**src/rtl/oau_pkg.sv**
```systemverilog
package oau_pkg;

    typedef enum logic [3:0] {
        AM_REG    = 4'd0,
        AM_IMM    = 4'd1,
        AM_DISP   = 4'd2,
        AM_RIND   = 4'd3,
        AM_INDEX  = 4'd4,
        AM_ABS    = 4'd5,
        AM_MIND   = 4'd6,
        AM_AINC   = 4'd7,
        AM_ADEC   = 4'd8,
        AM_SCALED = 4'd9
    } oau_mode_e;

    typedef enum logic [2:0] {
        ST_IDLE  = 3'd0,
        ST_ADDR  = 3'd1,
        ST_READ1 = 3'd2,
        ST_READ2 = 3'd3,
        ST_WB    = 3'd4
    } oau_state_e;

    // access class of a mode, produced by the address generator
    typedef struct packed {
        logic mem;   // needs at least one read
        logic ind;   // needs a second, dependent read
        logic inc;   // base steps up
        logic dec;   // base steps down
    } oau_acc_t;

endpackage

```
**src/rtl/oau_regfile.sv**
```systemverilog
module oau_regfile
    import oau_pkg::*;
#(
    parameter int DW    = 32,
    parameter int NREGS = 8,
    localparam int RW   = $clog2(NREGS)
) (
    input  logic          clk,
    input  logic          rst,
    input  logic [RW-1:0] ra_addr,
    output logic [DW-1:0] ra_data,
    input  logic [RW-1:0] rb_addr,
    output logic [DW-1:0] rb_data,
    input  logic [RW-1:0] rc_addr,
    output logic [DW-1:0] rc_data,
    // accumulate write port (higher priority)
    input  logic          wa_en,
    input  logic [RW-1:0] wa_addr,
    input  logic [DW-1:0] wa_data,
    // base-step write port
    input  logic          wb_en,
    input  logic [RW-1:0] wb_addr,
    input  logic [DW-1:0] wb_data
);

    logic [DW-1:0] rf_d [NREGS];
    logic [DW-1:0] rf_q [NREGS];

    always_comb begin
        for (int i = 0; i < NREGS; i++) begin
            rf_d[i] = rf_q[i];
            if (wb_en && (wb_addr == RW'(i))) rf_d[i] = wb_data;
            if (wa_en && (wa_addr == RW'(i))) rf_d[i] = wa_data;
        end
    end

    always_ff @(posedge clk) begin
        if (rst) begin
            for (int i = 0; i < NREGS; i++) rf_q[i] <= '0;
        end else begin
            rf_q <= rf_d;
        end
    end

    assign ra_data = rf_q[ra_addr];
    assign rb_data = rf_q[rb_addr];
    assign rc_data = rf_q[rc_addr];


    rst_clear_chk: assert property (@(posedge clk) disable iff (rst)
        $past(rst) |-> (rf_q[0] == '0) && (rf_q[NREGS-1] == '0));


    acc_wins_chk: assert property (@(posedge clk) disable iff (rst)
        (wa_en && wb_en && (wa_addr == wb_addr)) |=> (rf_q[$past(wa_addr)] == $past(wa_data)));

endmodule

```
**src/rtl/oau_agen.sv**
```systemverilog
module oau_agen
    import oau_pkg::*;
#(
    parameter int DW       = 32,
    parameter int SCALE_SH = 2
) (
    input  oau_mode_e     mode,
    input  logic [DW-1:0] base_v,
    input  logic [DW-1:0] idx_v,
    input  logic [DW-1:0] imm,
    output logic [DW-1:0] addr,
    output oau_acc_t      acc
);

    always_comb begin
        addr = base_v;
        acc  = '0;
        case (mode)
            AM_DISP: begin
                addr    = imm + base_v;
                acc.mem = 1'b1;
            end
            AM_RIND: begin
                acc.mem = 1'b1;
            end
            AM_INDEX: begin
                addr    = base_v + idx_v;
                acc.mem = 1'b1;
            end
            AM_ABS: begin
                addr    = imm;
                acc.mem = 1'b1;
            end
            AM_MIND: begin
                acc.mem = 1'b1;
                acc.ind = 1'b1;
            end
            AM_AINC: begin
                acc.mem = 1'b1;
                acc.inc = 1'b1;
            end
            AM_ADEC: begin
                acc.mem = 1'b1;
                acc.dec = 1'b1;
            end
            AM_SCALED: begin
                addr    = imm + base_v + (idx_v << SCALE_SH);
                acc.mem = 1'b1;
            end
            default: ;
        endcase
    end

endmodule

```
**src/rtl/oau_ctrl.sv**
```systemverilog
module oau_ctrl
    import oau_pkg::*;
#(
    parameter int DW       = 32,
    parameter int NREGS    = 8,
    parameter int SCALE_SH = 2,
    localparam int RW      = $clog2(NREGS),
    localparam logic [DW-1:0] STEP = DW'(1) << SCALE_SH
) (
    input  logic          clk,
    input  logic          rst,
    input  logic          start,
    input  logic [3:0]    mode_i,
    input  logic [RW-1:0] dst_i,
    input  logic [RW-1:0] base_i,
    input  logic [RW-1:0] idx_i,
    input  logic [DW-1:0] imm_i,
    // latched fields toward register file and address generator
    output logic [RW-1:0] dst_q_o,
    output logic [RW-1:0] base_q_o,
    output logic [RW-1:0] idx_q_o,
    output oau_mode_e     mode_q_o,
    output logic [DW-1:0] imm_q_o,
    input  logic [DW-1:0] dst_v,
    input  logic [DW-1:0] base_v,
    input  logic [DW-1:0] ag_addr,
    input  oau_acc_t      ag_acc,
    // memory
    output logic          mem_req,
    output logic [DW-1:0] mem_addr,
    input  logic          mem_vld,
    input  logic [DW-1:0] mem_rdata,
    // register writes
    output logic          wa_en,
    output logic [DW-1:0] wa_data,
    output logic          wb_en,
    output logic [DW-1:0] wb_data,
    // status
    output logic          busy,
    output logic          done,
    output logic [DW-1:0] result
);

    typedef struct packed {
        oau_state_e    st;
        oau_mode_e     mode;
        logic [RW-1:0] dst;
        logic [RW-1:0] base;
        logic [RW-1:0] idx;
        logic [DW-1:0] imm;
        logic [DW-1:0] addr;
        logic [DW-1:0] opnd;
    } ctl_t;

    ctl_t ctl_d, ctl_q;

    always_comb begin
        ctl_d   = ctl_q;
        mem_req = 1'b0;
        done    = 1'b0;
        wa_en   = 1'b0;
        wb_en   = 1'b0;
        wa_data = dst_v + ctl_q.opnd;
        wb_data = ag_acc.dec ? (base_v - STEP) : (base_v + STEP);
        case (ctl_q.st)
            ST_IDLE: begin
                if (start) begin
                    ctl_d.st   = ST_ADDR;
                    ctl_d.mode = oau_mode_e'(mode_i);
                    ctl_d.dst  = dst_i;
                    ctl_d.base = base_i;
                    ctl_d.idx  = idx_i;
                    ctl_d.imm  = imm_i;
                end
            end
            ST_ADDR: begin
                ctl_d.addr = ag_addr;
                ctl_d.opnd = (ctl_q.mode == AM_REG) ? base_v : ctl_q.imm;
                ctl_d.st   = ag_acc.mem ? ST_READ1 : ST_WB;
            end
            ST_READ1: begin
                mem_req = 1'b1;
                if (mem_vld) begin
                    if (ag_acc.ind) begin
                        ctl_d.addr = mem_rdata;
                        ctl_d.st   = ST_READ2;
                    end else begin
                        ctl_d.opnd = mem_rdata;
                        ctl_d.st   = ST_WB;
                    end
                end
            end
            ST_READ2: begin
                mem_req = 1'b1;
                if (mem_vld) begin
                    ctl_d.opnd = mem_rdata;
                    ctl_d.st   = ST_WB;
                end
            end
            ST_WB: begin
                done     = 1'b1;
                wa_en    = 1'b1;
                wb_en    = ag_acc.inc | ag_acc.dec;
                ctl_d.st = ST_IDLE;
            end
            default: ctl_d.st = ST_IDLE;
        endcase
        result = done ? wa_data : '0;
    end

    always_ff @(posedge clk) begin
        if (rst) ctl_q <= '0;
        else     ctl_q <= ctl_d;
    end

    assign busy     = (ctl_q.st != ST_IDLE);
    assign mem_addr = ctl_q.addr;
    assign dst_q_o  = ctl_q.dst;
    assign base_q_o = ctl_q.base;
    assign idx_q_o  = ctl_q.idx;
    assign mode_q_o = ctl_q.mode;
    assign imm_q_o  = ctl_q.imm;


    done_pulse_chk: assert property (@(posedge clk) disable iff (rst)
        done |=> !done);


    busy_end_chk: assert property (@(posedge clk) disable iff (rst)
        $fell(busy) |-> $past(done));


    second_read_chk: assert property (@(posedge clk) disable iff (rst)
        (ctl_q.st == ST_READ2) |-> (ctl_q.mode == AM_MIND));


    fields_hold_chk: assert property (@(posedge clk) disable iff (rst)
        busy |=> $stable(ctl_q.dst) && $stable(ctl_q.mode) && $stable(ctl_q.imm));

endmodule

```
**src/rtl/opnd_addr_unit.sv**
```systemverilog
module opnd_addr_unit
    import oau_pkg::*;
#(
    parameter int DW       = 32,
    parameter int NREGS    = 8,
    parameter int SCALE_SH = 2,
    localparam int RW      = $clog2(NREGS)
) (
    input  logic          clk,
    input  logic          rst,
    input  logic          start,
    input  logic [3:0]    mode,
    input  logic [RW-1:0] dst_sel,
    input  logic [RW-1:0] base_sel,
    input  logic [RW-1:0] idx_sel,
    input  logic [DW-1:0] imm,
    output logic          mem_req,
    output logic [DW-1:0] mem_addr,
    input  logic          mem_vld,
    input  logic [DW-1:0] mem_rdata,
    output logic          busy,
    output logic          done,
    output logic [DW-1:0] result
);

    logic [RW-1:0] dst_q, base_q, idx_q;
    oau_mode_e     mode_q;
    logic [DW-1:0] imm_q;
    logic [DW-1:0] dst_v, base_v, idx_v;
    logic [DW-1:0] ag_addr;
    oau_acc_t      ag_acc;
    logic          wa_en, wb_en;
    logic [DW-1:0] wa_data, wb_data;

    oau_regfile #(.DW(DW), .NREGS(NREGS)) u_rf (
        .clk     (clk),
        .rst     (rst),
        .ra_addr (dst_q),
        .ra_data (dst_v),
        .rb_addr (base_q),
        .rb_data (base_v),
        .rc_addr (idx_q),
        .rc_data (idx_v),
        .wa_en   (wa_en),
        .wa_addr (dst_q),
        .wa_data (wa_data),
        .wb_en   (wb_en),
        .wb_addr (base_q),
        .wb_data (wb_data)
    );

    oau_agen #(.DW(DW), .SCALE_SH(SCALE_SH)) u_agen (
        .mode   (mode_q),
        .base_v (base_v),
        .idx_v  (idx_v),
        .imm    (imm_q),
        .addr   (ag_addr),
        .acc    (ag_acc)
    );

    oau_ctrl #(.DW(DW), .NREGS(NREGS), .SCALE_SH(SCALE_SH)) u_ctrl (
        .clk       (clk),
        .rst       (rst),
        .start     (start),
        .mode_i    (mode),
        .dst_i     (dst_sel),
        .base_i    (base_sel),
        .idx_i     (idx_sel),
        .imm_i     (imm),
        .dst_q_o   (dst_q),
        .base_q_o  (base_q),
        .idx_q_o   (idx_q),
        .mode_q_o  (mode_q),
        .imm_q_o   (imm_q),
        .dst_v     (dst_v),
        .base_v    (base_v),
        .ag_addr   (ag_addr),
        .ag_acc    (ag_acc),
        .mem_req   (mem_req),
        .mem_addr  (mem_addr),
        .mem_vld   (mem_vld),
        .mem_rdata (mem_rdata),
        .wa_en     (wa_en),
        .wa_data   (wa_data),
        .wb_en     (wb_en),
        .wb_data   (wb_data),
        .busy      (busy),
        .done      (done),
        .result    (result)
    );


    req_hold_chk: assert property (@(posedge clk) disable iff (rst)
        (mem_req && !mem_vld) |=> mem_req && $stable(mem_addr));


    no_read_chk: assert property (@(posedge clk) disable iff (rst)
        mem_req |-> (mode_q != AM_REG) && (mode_q != AM_IMM));

endmodule

```
**config.mk**
```make
export PLATFORM = sky130hd
export DESIGN_NAME = opnd_addr_unit
export DESIGN_NICKNAME = d
export VERILOG_FILES = /design/src/rtl/oau_pkg.sv /design/src/rtl/oau_regfile.sv /design/src/rtl/oau_agen.sv /design/src/rtl/oau_ctrl.sv /design/src/rtl/opnd_addr_unit.sv
export SDC_FILE = /design/constraint.sdc
export NUM_CORES = 1
export LEC_CHECK = 0
export BUFFER_PORTS_ARGS = -buffer_cell sky130_fd_sc_hd__buf_2
export CORE_MARGIN = 2
export CORE_UTILIZATION = 56
export CTS_CLUSTER_SIZE = 30
export DETAILED_ROUTE_END_ITERATION = 8
export PLACE_DENSITY = 0.74
export SLEW_MARGIN = 20
export SYNTH_ARGS = -nofsm -noshare
export SYNTH_HDL_FRONTEND = slang
export SYNTH_HIERARCHICAL = 1
export SYNTH_SLANG_ARGS = --single-unit
```
**constraint.sdc**
```tcl
create_clock -name clk -period 17.75 [get_ports clk]
set_input_delay 1.775 -clock clk [delete_from_list [all_inputs] [get_ports clk]]
set_output_delay 1.775 -clock clk [all_outputs]
set_load 0.03 [all_outputs]
```
==> results.md <==
- Status: complete, no violations
- Mean Syn Cell Area: a little over 8 um2
- Final slew viol count: 0
- Clock root buffer: clkbuf_16
- Number of remaining DRC errors: 0
- Worst Tran Pin Value: roughly 1.3 ns
- Skew final: 0.01947 ns
- Row count: 88
- Routed WL: between 100,000 and 150,000 um
- Sequential area share after synthesis: 22.74%
- Remaining antenna violation count: 0
- Die H: approximately 240 um
- Final worst-path cycle share: a little over two fifths
- Count leader, synth: nand2_1
- Data required, critical path: between 15 and 20 ns
- Setup crit start kind: flop
- Setup Buffers After CTS: 0
- Total negative slack: 0 ns
- Antenna cell count: 0
- Multi-input gate area: 0.02266 mm2
- Final RePlAce weighted congestion: between 0.9 and 1
- Max FO, Critical Path: 41
- RSZ-0062 raised after global routing: no
- HP Class: flop to flop
- H-tree depth: 2
- Max-slew headroom: 13.75%
- Fraction of layout instances using a drive strength above 1: 17.40%
- Routed wire per std cell: 25.86 um
- 1st-pass router iterations: 6
- Initial Utilization: 56.37%
- CTS sink count: 368
- Top cell type's share of synthesized area: 22.74%
- Clock Path Buffers: 3
- Min cycle time layout: 7.734 ns
- Synth warnings: 6
- Vias per cell: 6.990
- TritonCTS clock tree: yes
- Worst skew pair latency: roughly 0.60 ns
- Worst setup EP type: output pin
- Post-synth EDFFs: 0
- Flops & latches, synth: between 300 and 400
- Post-synthesis cell type count: 99
- HPWL Detailed: between 70,000 and 80,000 um
- R2r setup slk: 10.39 ns
- Routed via count: 31,610
- CTS buffer count: 42
- Power per cell area: 65.86 mW/mm2
- Area Overhead vs Synth: 4.128%
- Max Freq: 129.3 MHz
- Synth top area cells: dfxtp_1, mux4_2, nand2_1
- Top FF cell, synth: dfxtp_1
- Die area: 0.05980 mm2
- Hold Buf Count CTS: 0
- I/O pin total: approximately 150
- GR Overflow Total: 0
- VDD IR-drop max: 0.06733 mV
- Die width: between 200 and 250 um
- Vias in the first global route: about 30,000
- Syn_nets: 4,169
- Resize count post-CTS: 0
- Setup violators final: 0
- Commonest cells post-synth: nand2_1, nor2_1, dfxtp_1
- Async set-reset flop share out of synthesis: 0%
- Total GRT Usage: 38.01%
- Nets: 3,965
- Lkg Pwr: 13.17 nW
- Initial antenna violation count: 0
- Post-synth top area cell: dfxtp_1
- Clk slew on worst S/H paths: 0.06 ns
- Max_cap viols: 0
- Global-route wire length before repair: 175,300 um
- WHS: approximately 0.47 ns
- Largest net degree at the start of global routing: 134
- Post-Syn Area: 0.03240 mm2
- Storage element area: 0.007393 mm2
- Port bufs: 147
- Post-synthesis cell count: 3,930
- Number of DRC markers in iteration 0: 4,269
- CP Class: flop to output pin
- Filler cell count in the final layout: 5,093
- Worst EP arrival: about 6.0 ns
- Hold Fails Final Rpt: 0
- Core ar.: roughly 0.057 mm2
## logic make-up (layout without fill, tap and decap cells)
family / after synthesis / in the layout / synth area share, %
and+or+nand+nor: 1487 / 1487 / 19.46
AOI/OAI and AO/OA: 966 / 966 / 22.09
buffers and inverters: 488 / 316 / 7.905
DFF: 368 / 368 / 22.74
muxes: 328 / 328 / 17.92
adders and majority gates: 158 / 158 / 6.217
xor gates and xnor gates: 135 / 135 / 3.673
## critical path: stages (launching register included)
cell	delay, ns
dfxtp_4	0.79
buf_4	0.71
mux4_2	0.58
mux2_2	0.32
ha_1	0.37
o211ai_2	0.10
o21a_4	0.23
a2111o_1	0.51
a31oi_1	0.23
a21boi_1	0.11
xnor2_1	0.79
and2_1	0.36
buf_2	0.24
## layer usage
metal  global-route usage [%]  up-vias  share of wire [%]
li1                         -    14000                  -
met1                    49.70    15110                 38
met2                    59.04     2111                 44
met3                    9.965      394                 13
met4                    16.98        0                4.6
met5                        0        -                  0
## through the flow
stage	instance area, um2	setup slack [ns]	total power [mW]	util (%)	instances
2_1_floorplan	32400	11.76	1.215	-	3930
3_3_place_gp	32280	10.52	1.307	56.16	4444
3_5_place_dp	32280	10.51	1.308	56.16	4444
4_1_cts	33680	10.18	2.214	58.61	4520
5_1_grt	33740	9.893	2.284	58.70	4523
6_report	33740	10.02	2.222	58.70	4523
## cell usage in the layout, fill, tap and decap left out, drive strengths merged, types with 40 or more instances in the layout
master	n
a21o	57
a21oi	236
a311oi	289
buf	204
clkbuf	65
dfxtp	368
ha	153
mux2	96
mux2i	40
mux4	192
nand2	817
nor2	410
o211ai	50
o21ai	116
xnor2	89
xor2	46
## sequential cells by signal, indices dropped and copies added (netlist names)
register	count
u_ctrl/ctl_q	35
u_ctrl/dst_q_o	3
u_ctrl/mode_q_o	4
u_ctrl/base_q_o	3
u_ctrl/mem_addr	32
u_ctrl/imm_q_o	32
u_rf/rf_q	256
u_ctrl/idx_q_o	3
## report_power, final
part | switching (mW) | leakage [nW] | total [mW] | internal [mW]
Combinational | 0.275 | 9.50 | 0.421 | 0.146
Clock | 0.382 | 0.688 | 0.917 | 0.535
Sequential | 0.0377 | 2.98 | 0.884 | 0.846
## worst paths after layout
check                           cells past startpoint             endpoint                from
worst max-delay path                               12           result[17]   u_ctrl/dst_q_o[1]
worst max register to register                     23  u_ctrl/mem_addr[31]  u_ctrl/base_q_o[0]
worst min-delay path                                2     u_ctrl/ctl_q[21]    u_ctrl/ctl_q[21]
worst min register to register                      2     u_ctrl/ctl_q[21]    u_ctrl/ctl_q[21]
## final cells by class
cell class,instances,area share (%)
sequential,368,21.91
timing repair buffer,204,3.523
multi-input combinational,3074,67.16
tap,765,2.837
inverter,36,0.4005
clock inverter,11,0.5266
clock buffer,65,3.642
Power figures use the tool's default switching activity.
